===== src/rtl/ofmt_pkg.sv =====
`timescale 1ns/1ps
package ofmt_pkg;
   typedef enum logic [1:0] {
      FMT_OFFBIN = 2'd0,
      FMT_TWOS   = 2'd1,
      FMT_GRAY   = 2'd2,
      FMT_RSVD   = 2'd3
   } fmt_e;

   localparam int ADDR_FMT    = 0;
   localparam int ADDR_LAT    = 1;
   localparam int ADDR_CTL_A  = 2;
   localparam int ADDR_CTL_B  = 3;
   localparam int CTL_OFF_BIT = 4;
endpackage


===== src/rtl/ofmt_cfg_regs.sv =====
`timescale 1ns/1ps
module ofmt_cfg_regs
   import ofmt_pkg::*;
#(
   parameter int CFG_AW = 2,
   parameter int CFG_DW = 8
) (
   input  logic              clk,
   input  logic              rst_n,
   input  logic              cfg_we,
   input  logic [CFG_AW-1:0] cfg_addr,
   input  logic [CFG_DW-1:0] cfg_wdata,
   output fmt_e              fmt,
   output logic              lat_long,
   output logic              off_a,
   output logic              off_b,
   output logic              flush
);
   logic hit_fmt, hit_lat, hit_a, hit_b;

   assign hit_fmt = cfg_we && (cfg_addr == CFG_AW'(ADDR_FMT));
   assign hit_lat = cfg_we && (cfg_addr == CFG_AW'(ADDR_LAT));
   assign hit_a   = cfg_we && (cfg_addr == CFG_AW'(ADDR_CTL_A));
   assign hit_b   = cfg_we && (cfg_addr == CFG_AW'(ADDR_CTL_B));
   assign flush   = hit_lat;

   always_ff @(posedge clk or negedge rst_n) begin
      if (!rst_n) begin
         fmt      <= FMT_TWOS;
         lat_long <= 1'b0;
         off_a    <= 1'b0;
         off_b    <= 1'b0;
      end else begin
         if (hit_fmt) fmt      <= fmt_e'(cfg_wdata[1:0]);
         if (hit_lat) lat_long <= cfg_wdata[0];
         if (hit_a)   off_a    <= cfg_wdata[CTL_OFF_BIT];
         if (hit_b)   off_b    <= cfg_wdata[CTL_OFF_BIT];
      end
   end
endmodule


===== src/rtl/ofmt_clamp.sv =====
`timescale 1ns/1ps
module ofmt_clamp #(
   parameter int IN_W   = 16,
   parameter int DATA_W = 14
) (
   input  logic signed [IN_W-1:0]   raw,
   output logic        [DATA_W-1:0] code,
   output logic                     ovr
);
   localparam logic signed [IN_W-1:0] POS_FS = IN_W'((2 ** (DATA_W - 1)) - 1);
   localparam logic signed [IN_W-1:0] NEG_FS = ~POS_FS;

   logic hi, lo;

   assign hi   = raw > POS_FS;
   assign lo   = raw < NEG_FS;
   assign ovr  = hi | lo;
   assign code = hi ? POS_FS[DATA_W-1:0] :
                 lo ? NEG_FS[DATA_W-1:0] : raw[DATA_W-1:0];
endmodule


===== src/rtl/ofmt_dly_line.sv =====
`timescale 1ns/1ps
module ofmt_dly_line #(
   parameter int W     = 14,
   parameter int DEPTH = 42,
   parameter int TAP0  = 21,
   parameter int TAP1  = 41
) (
   input  logic         clk,
   input  logic         rst_n,
   input  logic         flush,
   input  logic [W-1:0] din,
   input  logic         sel,
   output logic [W-1:0] dout
);
   logic [W-1:0] stg [DEPTH];

   if (TAP0 >= DEPTH || TAP1 >= DEPTH) begin : g_bad_tap
      $error("ofmt_dly_line: tap outside the line");
   end

   always_ff @(posedge clk or negedge rst_n) begin
      if (!rst_n) begin
         for (int i = 0; i < DEPTH; i++) stg[i] <= '0;
      end else if (flush) begin
         for (int i = 0; i < DEPTH; i++) stg[i] <= '0;
      end else begin
         stg[0] <= din;
         for (int i = 1; i < DEPTH; i++) stg[i] <= stg[i-1];
      end
   end

   if (TAP0 == TAP1) begin : g_fixed
      logic unused_sel;
      assign unused_sel = sel;
      assign dout = stg[TAP0];
   end else begin : g_dual
      assign dout = sel ? stg[TAP1] : stg[TAP0];
   end
endmodule


===== src/rtl/ofmt_lane_mux.sv =====
`timescale 1ns/1ps
module ofmt_lane_mux
   import ofmt_pkg::*;
#(
   parameter int DATA_W = 14
) (
   input  logic              clk,
   input  logic              rst_n,
   input  fmt_e              fmt,
   input  logic              off_a,
   input  logic              off_b,
   input  logic              oe_n,
   input  logic              vld_nxt,
   input  logic [DATA_W-1:0] tap_a,
   input  logic [DATA_W-1:0] tap_b,
   input  logic              ovr_a,
   input  logic              ovr_b,
   output logic [DATA_W-1:0] dout_rise,
   output logic [DATA_W-1:0] dout_fall,
   output logic              or_rise,
   output logic              or_fall,
   output logic              drv_en
);
   localparam logic [DATA_W-1:0] MSB_MASK = {1'b1, {(DATA_W-1){1'b0}}};

   function automatic logic [DATA_W-1:0] recode(input logic [DATA_W-1:0] t, input fmt_e f);
      logic [DATA_W-1:0] ob;
      ob = t ^ MSB_MASK;
      case (f)
         FMT_OFFBIN: return ob;
         FMT_GRAY:   return ob ^ (ob >> 1);
         default:    return t;
      endcase
   endfunction

   logic              en_a, en_b;
   logic [DATA_W-1:0] code_a, code_b, rise_w, fall_w;
   logic              orr_w, orf_w;

   assign en_a   = !oe_n && !off_a;
   assign en_b   = !oe_n && !off_b;
   assign code_a = recode(tap_a, fmt);
   assign code_b = recode(tap_b, fmt);
   assign rise_w = en_a ? code_a : (en_b ? code_b : '0);
   assign fall_w = en_b ? code_b : (en_a ? code_a : '0);
   assign orr_w  = en_a ? ovr_a : (en_b ? ovr_b : 1'b0);
   assign orf_w  = en_b ? ovr_b : (en_a ? ovr_a : 1'b0);

   always_ff @(posedge clk or negedge rst_n) begin
      if (!rst_n) begin
         dout_rise <= '0;
         dout_fall <= '0;
         or_rise   <= 1'b0;
         or_fall   <= 1'b0;
         drv_en    <= 1'b0;
      end else begin
         dout_rise <= vld_nxt ? rise_w : '0;
         dout_fall <= vld_nxt ? fall_w : '0;
         or_rise   <= orr_w;
         or_fall   <= orf_w;
         drv_en    <= en_a | en_b;
      end
   end
endmodule


===== src/rtl/dual_adc_ofmt.sv =====
`timescale 1ns/1ps
module dual_adc_ofmt
   import ofmt_pkg::*;
#(
   parameter int IN_W      = 16,
   parameter int DATA_W    = 14,
   parameter int LAT_SHORT = 23,
   parameter int LAT_LONG  = 43,
   parameter int OR_LAT    = 10,
   parameter int CFG_AW    = 2,
   parameter int CFG_DW    = 8
) (
   input  logic                     clk,
   input  logic                     rst_n,
   input  logic signed [IN_W-1:0]   samp_a,
   input  logic signed [IN_W-1:0]   samp_b,
   input  logic                     oe_n,
   input  logic                     cfg_we,
   input  logic        [CFG_AW-1:0] cfg_addr,
   input  logic        [CFG_DW-1:0] cfg_wdata,
   output logic        [DATA_W-1:0] dout_rise,
   output logic        [DATA_W-1:0] dout_fall,
   output logic                     or_rise,
   output logic                     or_fall,
   output logic                     drv_en,
   output logic                     dout_vld
);
   localparam int NCH       = 2;
   localparam int DLY_DEPTH = LAT_LONG - 1;
   localparam int TAP_S     = LAT_SHORT - 2;
   localparam int TAP_L     = LAT_LONG - 2;
   localparam int OR_DEPTH  = OR_LAT - 1;
   localparam int OR_TAP    = OR_LAT - 2;
   localparam int CNT_W     = $clog2(LAT_LONG);
   localparam logic [CNT_W-1:0] LIM_S = CNT_W'(LAT_SHORT - 1);
   localparam logic [CNT_W-1:0] LIM_L = CNT_W'(LAT_LONG - 1);

   if (LAT_SHORT < 2 || LAT_LONG <= LAT_SHORT) begin : g_bad_lat
      $error("dual_adc_ofmt: latencies must satisfy 2 <= short < long");
   end
   if (OR_LAT < 2) begin : g_bad_or
      $error("dual_adc_ofmt: overrange latency below 2");
   end
   if (IN_W <= DATA_W || IN_W > 32) begin : g_bad_w
      $error("dual_adc_ofmt: raw width must exceed data width and fit 32 bits");
   end
   if (CFG_AW < 2 || CFG_DW <= CTL_OFF_BIT) begin : g_bad_cfg
      $error("dual_adc_ofmt: register port too narrow");
   end

   fmt_e fmt;
   logic lat_long, off_a, off_b, flush;

   ofmt_cfg_regs #(.CFG_AW(CFG_AW), .CFG_DW(CFG_DW)) cfg_i (
      .clk(clk), .rst_n(rst_n), .cfg_we(cfg_we), .cfg_addr(cfg_addr),
      .cfg_wdata(cfg_wdata), .fmt(fmt), .lat_long(lat_long),
      .off_a(off_a), .off_b(off_b), .flush(flush)
   );

   logic signed [IN_W-1:0]   raw     [NCH];
   logic        [DATA_W-1:0] clip    [NCH];
   logic        [DATA_W-1:0] tap     [NCH];
   logic                     ovr     [NCH];
   logic                     ovr_tap [NCH];

   assign raw[0] = samp_a;
   assign raw[1] = samp_b;

   for (genvar ch = 0; ch < NCH; ch++) begin : g_ch
      ofmt_clamp #(.IN_W(IN_W), .DATA_W(DATA_W)) clamp_i (
         .raw(raw[ch]), .code(clip[ch]), .ovr(ovr[ch])
      );
      ofmt_dly_line #(.W(DATA_W), .DEPTH(DLY_DEPTH), .TAP0(TAP_S), .TAP1(TAP_L)) data_dly_i (
         .clk(clk), .rst_n(rst_n), .flush(flush), .din(clip[ch]),
         .sel(lat_long), .dout(tap[ch])
      );
      ofmt_dly_line #(.W(1), .DEPTH(OR_DEPTH), .TAP0(OR_TAP), .TAP1(OR_TAP)) or_dly_i (
         .clk(clk), .rst_n(rst_n), .flush(1'b0), .din(ovr[ch]),
         .sel(1'b0), .dout(ovr_tap[ch])
      );
   end

   logic [CNT_W-1:0] fill_cnt, fill_lim;
   logic             vld_q, vld_nxt;

   assign fill_lim = lat_long ? LIM_L : LIM_S;
   assign vld_nxt  = !flush && (vld_q || (fill_cnt == fill_lim));
   assign dout_vld = vld_q;

   always_ff @(posedge clk or negedge rst_n) begin
      if (!rst_n) begin
         fill_cnt <= '0;
         vld_q    <= 1'b0;
      end else begin
         vld_q <= vld_nxt;
         if (flush)                    fill_cnt <= '0;
         else if (fill_cnt != fill_lim) fill_cnt <= fill_cnt + 1'b1;
      end
   end

   ofmt_lane_mux #(.DATA_W(DATA_W)) lane_i (
      .clk(clk), .rst_n(rst_n), .fmt(fmt), .off_a(off_a), .off_b(off_b),
      .oe_n(oe_n), .vld_nxt(vld_nxt), .tap_a(tap[0]), .tap_b(tap[1]),
      .ovr_a(ovr_tap[0]), .ovr_b(ovr_tap[1]),
      .dout_rise(dout_rise), .dout_fall(dout_fall),
      .or_rise(or_rise), .or_fall(or_fall), .drv_en(drv_en)
   );
endmodule


===== config.mk =====
export PLATFORM = sky130hd
export DESIGN_NAME = dual_adc_ofmt
export DESIGN_NICKNAME = d
export VERILOG_FILES = /design/src/rtl/ofmt_pkg.sv /design/src/rtl/ofmt_cfg_regs.sv /design/src/rtl/ofmt_clamp.sv /design/src/rtl/ofmt_dly_line.sv /design/src/rtl/ofmt_lane_mux.sv /design/src/rtl/dual_adc_ofmt.sv
export SDC_FILE = /design/constraint.sdc
export NUM_CORES = 1
export LEC_CHECK = 0
export BUFFER_PORTS_ARGS = -buffer_cell sky130_fd_sc_hd__buf_2
export CORE_MARGIN = 4
export CORE_UTILIZATION = 45
export CTS_CLUSTER_DIAMETER = 150
export CTS_CLUSTER_SIZE = 14
export DETAILED_ROUTE_END_ITERATION = 10
export GPL_TIMING_DRIVEN = 0
export SYNTH_ARGS = -nofsm -noshare
export SYNTH_HDL_FRONTEND = slang
export SYNTH_SLANG_ARGS = --single-unit

===== constraint.sdc =====
create_clock -name clk -period 3.9 [get_ports clk]
set_input_delay 0.39 -clock clk [delete_from_list [all_inputs] [get_ports clk]]
set_output_delay 0.39 -clock clk [all_outputs]
set_load 0.01 [all_outputs]

* After elaboration in Yosys (flattened, before gate mapping)
Index checks and enable logic that the tools add are counted.
** Storage, ports and cells
- Bits in registers :: 1237
- Latch bits :: 0
- Bits in writable memories :: 0
- Bits in read-only memories :: 0
- Input bits :: 46
- Output and inout port bits :: 32
- Memories :: 0
** Cells by class
- $add $sub $neg :: 1
- $mul :: 0
- Div/mod/pow operators :: 0
- Order comparisons :: 4
- Equality and inequality tests :: 6
- Shifts and indexed selects :: 0
- Mux-type cells :: 23
- Bitwise logic cells :: 7
- Reduce and logical (&&, ||, !) cells :: 15
** Operators by type and width (number)
- 2-to-1 mux 588 bit :: 2
- 2-to-1 mux 14 bit :: 12
- case mux 14 bit (2 select lines) :: 2
- greater-than comparator 16 x 14 -> 1 bit, second input constant :: 2
- < comparator 16 x 14 -> 1 bit, second input constant :: 2
- bitwise XOR 14 x 13 -> 14 bit :: 2
- 2-to-1 mux 6 bit :: 3
- logical AND 1 bit :: 7
- adder 6 x 1 -> 6 bit, second input constant :: 1
- equality test 2 bit, second input constant :: 3
- equality test 6 bit :: 1
- inequality test 6 bit :: 1
- logical NOT 1 bit :: 4
- logical NOT 2 bit :: 2
- 2-to-1 mux 1 bit :: 4
- bitwise OR 1 bit :: 3
- equality test 2 x 1 -> 1 bit, second input constant :: 1
- NOT 1 bit :: 2
- nonzero test 2 bit :: 1
- logical OR 1 bit :: 1

* Logic depth before layout (Yosys ltp)
- Word-level depth :: 7
- Depth in mapped cells :: 8
- Depth with buffers taken out :: 5

* By module
A second synthesis with hierarchy kept.
** Unflattened totals
- Cells, all modules :: 2877
- Area, all modules :: 41534.8 um^2
** Modules (own cells, without submodules)
- ofmt_dly_line at g_ch[0].data_dly_i ... :: times used 2, cells each 1256, area each 18940.7 um^2
- ofmt_lane_mux :: times used 1, cells each 175, area each 1771.7 um^2
- ofmt_clamp :: times used 2, cells each 51, area each 352.8 um^2
- ofmt_dly_line at g_ch[0].or_dly_i ... :: times used 2, cells each 18, area each 281.5 um^2
- dual_adc_ofmt :: times used 1, cells each 37, area each 390.4 um^2
- ofmt_cfg_regs :: times used 1, cells each 15, area each 222.7 um^2

* Worst setup path after synthesis
OpenSTA, ideal clock, no wires.
- Kind :: flip-flop to flip-flop
- Start point :: reg cfg_i.lat_long
- End point :: reg lane_i.dout_rise[12]
- Arrival :: 1.496 ns
- Required time :: 3.779 ns
- Path slack :: 2.284 ns
- Stages on the path, launching flop included :: 9
- Buffers on the path :: 3
- Period minus slack after synthesis :: 1.616 ns
- Cell sequence :: dfrtp_1 > buf_6 > and4bb_2 > mux2_4 > nand2_4 > a21o_2 > buf_6 > buf_6 > nor2_2
** Between the ends
- Cells in the longest elaborated chain, start to end :: 7
- Elaborated cells between the ends (all ways) :: 15
** Ends and longest elaborated chain
- start: declaration :: line ofmt_cfg_regs.sv:14 : output logic lat_long,
- start signal: assignment :: line ofmt_cfg_regs.sv:35 : if (hit_lat) lat_long <= cfg_wdata[0];
- 2-to-1 mux 14 bit :: line ofmt_dly_line.sv:37 : assign dout = sel ? stg[TAP1] : stg[TAP0];
- NOT 1 bit (no source line)
- bitwise XOR 14 x 13 -> 14 bit :: line ofmt_lane_mux.sv:31 : FMT_GRAY: return ob ^ (ob >> 1);
- case mux 14 bit (2 select lines) :: line ofmt_lane_mux.sv:29 : case (f)
- 2-to-1 mux 14 bit (2 in a row) :: line ofmt_lane_mux.sv:44 : assign rise_w = en_a ? code_a : (en_b ? code_b : '0);
- 2-to-1 mux 14 bit (*) :: line ofmt_lane_mux.sv:57 : dout_rise <= vld_nxt ? rise_w : '0;
- end signal: assignment :: line ofmt_lane_mux.sv:57
- end: declaration :: line ofmt_lane_mux.sv:18 : output logic [DATA_W-1:0] dout_rise,
Every way passes the cells marked *; elsewhere a longest branch is shown, timed or not.
A chain may end at the register's enable or synchronous reset.

* Worst setup path in the final report
- Start point :: reg cfg_i.off_a
- End point :: reg lane_i.dout_fall[11]
** Between the ends
- Cells in the longest elaborated chain, start to end :: 5
** Ends and longest elaborated chain
- start: declaration :: line ofmt_cfg_regs.sv:15 : output logic off_a,
- start signal: assignment :: line ofmt_cfg_regs.sv:36 : if (hit_a) off_a <= cfg_wdata[CTL_OFF_BIT];
- logical NOT 1 bit :: line ofmt_lane_mux.sv:40 : assign en_a = !oe_n && !off_a;
- logical AND 1 bit :: line ofmt_lane_mux.sv:40
- 2-to-1 mux 14 bit (2 in a row) :: line ofmt_lane_mux.sv:45 : assign fall_w = en_b ? code_b : (en_a ? code_a : '0);
- 2-to-1 mux 14 bit :: line ofmt_lane_mux.sv:58 : dout_fall <= vld_nxt ? fall_w : '0;
- end signal: assignment :: line ofmt_lane_mux.sv:58
- end: declaration :: line ofmt_lane_mux.sv:19 : output logic [DATA_W-1:0] dout_fall,
No other way between the ends.

==> flow_summary.ini <==
[status]
status = finished, final reports clean

[critical_path]
path_delay_family = simple AND/OR/NAND/NOR gates
critPathKind = reg -> reg
required_ns = 4.39
critical_path_arrival_ns = 3.16
cpPeakStageDelay_ns = 0.63
crit_slowest_cell = clkbuf_1
critPathLaunchType = flip-flop
path_max_fanout = 10
critPathCaptureType = flip-flop
worstPathCellList = nor2_1 -> clkbuf_1 -> nand3_1 -> a211oi_1
cp.buffers_inverters = 1

[synthesis]
synth_ff_type = dfrtp_1
synth_edf_count = 0
synth_area_leaders = dfrtp_1, and2_1, clkbuf_1
synth_top_cell_by_area = dfrtp_1
synthCells = 2816
synth_area_um2 = 40600
yosysMostFrequentCell = dfrtp_1
synth_nets = 2864
seq_area_frac_synth_pct = 76.3
synthArstFlopShare_pct = 100
synth_seq_cells = 1237
ys_warn_count = 0
syn_avg_cell_area_um2 = 14.4
synth_cell_types = 45
synth_top_area_share_pct = 76.2
yosys-top-cells-count = dfrtp_1, and2_1, clkbuf_1

[cells_and_area]
n_fill_cell = 7496
nNetsFinal = 3078
area_growth_pct = 12.2
drive_gt1_share_pct = 7.49
design_area_um2 = 45600
fin_cells = 4214

[clocking]
cts-buffers-inserted = 98
clk_pin_slew_ns = 0.06
tritoncts = done
clock_latency_ns = 0.66
cts_max_level = 3
postCtsSetupBuffers = 0
clock-sinks = 1237
root_buffer = clkbuf_16
cts_buffer_depth = 3

[timing]
fin_skew_ns = 0.0227
finalSetupViolCount = 0
report.final.slew_viol_count = 0
period_share_pct = 68.5
tightestPinTransition_ns = 1.37
tns_ns = 0
max_freq_mhz = 374
setup_ws_ns = 1.23
rsz0062_at_grt = false
slew_headroom_pct = 8.56
fin_hold_ws_ns = 0.0737
hold_violations = 0
finalCriticalPeriod_ns = 2.67

[route]
drtPass1Iterations = 5
viasPerCell = 4.65
wl_per_cell_um = 15.6
drt-total-wl_um = 65900
first_iter_violations = 1363
ant_nets = 0
drc_errors = 0
vias = 19592

[place]
portBuffers = 72
post-dp-hpwl_um = 43000
gp_congestion = 0.828
dp_slack_ns = 1.17
placed_cells = 4059
place_area_um2 = 42600

[power_and_ir_drop]
sw_frac_of_total_pct = 21.6
p_seq_share_pct = 57.8
p_sw_mw = 5.04
p_leak_nw = 22.9
pwr-share-comb_pct = 5.0
internal_power_mw = 18.3
clockPowerShare_pct = 37.2
power.density_nw_per_um2 = 513
ir_drop_mv = 0.429

[floorplan]
die_y_um = 308
die-area_um2 = 95100
ios = 78
initial_core_util_pct = 45.6
die_w_um = 308
fp-row-count = 109
coreArea_um2 = 88900

[flow_run]
maxCapViolations = 0

[global_routing]
grt_pass1_vias = 21319
grt_max_degree = 198
track_usage_pct = 14.7
antenna_found_initial = 6
overflow = 0
grt_pass1_wl_um = 111000

[worst_hold_path]
hold_class = in -> reg
[timing repair]
item / 4_1_cts / 5_1_grt
hold buffers: 36 / 0
endpoints found under the hold margin: 192 / 0
resized for setup: 0 / 0
[worst min-delay path, stage by stage]
cell	delay [ns]
buf_2	0.11
and3_1	0.14
nor2_1	0.04
[layout by cell type (no fill, tap or decap), types with 2 or more instances in the layout]
cell type         n
o21ai_0          18
a21oi_1          24
nand3b_1         14
nor3_1            3
a31o_2            8
nor2_1           29
nand2_1          23
or3_1            12
inv_1             8
a21oi_2           8
clkinv_8          2
inv_6             3
ha_1              2
o21a_1           26
clkbuf_1        148
buf_6             4
buf_16            6
buf_2            79
and3_1            3
xor2_1           10
mux2i_1          17
nand3_1          16
dfrtp_1        1236
buf_4             2
xnor2_1           7
o22ai_1           6
o2bb2ai_1         5
and2_1         1151
nor2b_1           2
dlygate4sd3_1    36
mux2_2            5
diode_2           3
a211oi_1         15
clkbuf_16        99
[path summary, 6_finish.rpt]
check / cells past startpoint / to / slack (ns) / startpoint
min in group asynchronous: 2 / g_ch[1].data_dly_i.stg[172] / 0.39 / rst_n
hold reg to reg: 0 / g_ch[0].or_dly_i.stg[4] / 0.35 / g_ch[0].or_dly_i.stg[5]
hold / removal: 3 / g_ch[0].or_dly_i.stg[8] / 0.07 / samp_a[14]
setup reg to reg: 4 / lane_i.dout_fall[11] / 1.23 / cfg_i.off_a
max in group asynchronous: 4 / g_ch[1].data_dly_i.stg[519] / 1.30 / rst_n
setup / recovery: 4 / lane_i.dout_fall[11] / 1.23 / cfg_i.off_a
[final cells by class]
class,count,area (um2),share of cell area (%)
flip-flops and latches,1237,31000,68.0
multi-input cells,1419,8990,19.7
clock buffers,110,2520,5.53
well taps,1165,1460,3.20
repair buffers,114,901,1.98
plain buffers,152,619,1.36
clock inverters,6,78.8,0.173
inverters,8,30.0,0.0659
diodes,3,7.51,0.0165
[per-layer routing]
metal | share of wire (%) | track usage [%] | wire length (um) | up-vias
met2 | 48 | 24.1 | 31700 | 333
met5 | 0.012 | 0 | 8 | -
li1 | - | - | - | 9039
met4 | 2.5 | 4.11 | 1630 | 2
met3 | 5.2 | 3.05 | 3400 | 138
met1 | 44 | 20.4 | 29100 | 10080
[power by group through the flow]
stage               Combinational [mW]  Clock, mW  Sequential (mW)
global route                      1.35       9.56             13.6
CTS                               1.21       9.03             13.5
global placement                  1.11          0             13.8
detailed placement                1.18          0             13.8
floorplan                        0.658          0             13.7
finish                            1.18       8.69             13.5
[stage by stage]
step	total power, mW	util [%]
after global routing	24.5	51.2
after global placement	14.9	47.7
after detailed placement	14.9	47.9
final	23.4	51.2
after floorplan	14.4	-
after CTS	23.8	51.2
[state kept, by name (all words and copies together) (netlist names), 2 cells and up]
signal               count
g_ch.or_dly_i.dout       2
lane_i.dout_rise        14
g_ch.or_dly_i.stg       16
lane_i.dout_fall        14
g_ch.data_dly_i.stg   1176
cfg_i.fmt                2
fill_cnt                 6
[logic make-up (layout without fill, tap and decap cells)]
family | after synthesis | count (layout) | share of synthesized area [%]
AND/OR/NAND/NOR | 1262 | 1262 | 19.2
flip-flops | 1237 | 1237 | 76.3
buffers and inverters | 160 | 390 | 1.60
AO/OA/AOI/OAI | 115 | 115 | 1.94
multiplexers | 23 | 23 | 0.595
XOR/XNOR | 17 | 17 | 0.367
adder cells (fa/ha/maj) | 2 | 2 | 0.0616
other | 0 | 3 | 0
(Power assumes the default switching activity.)
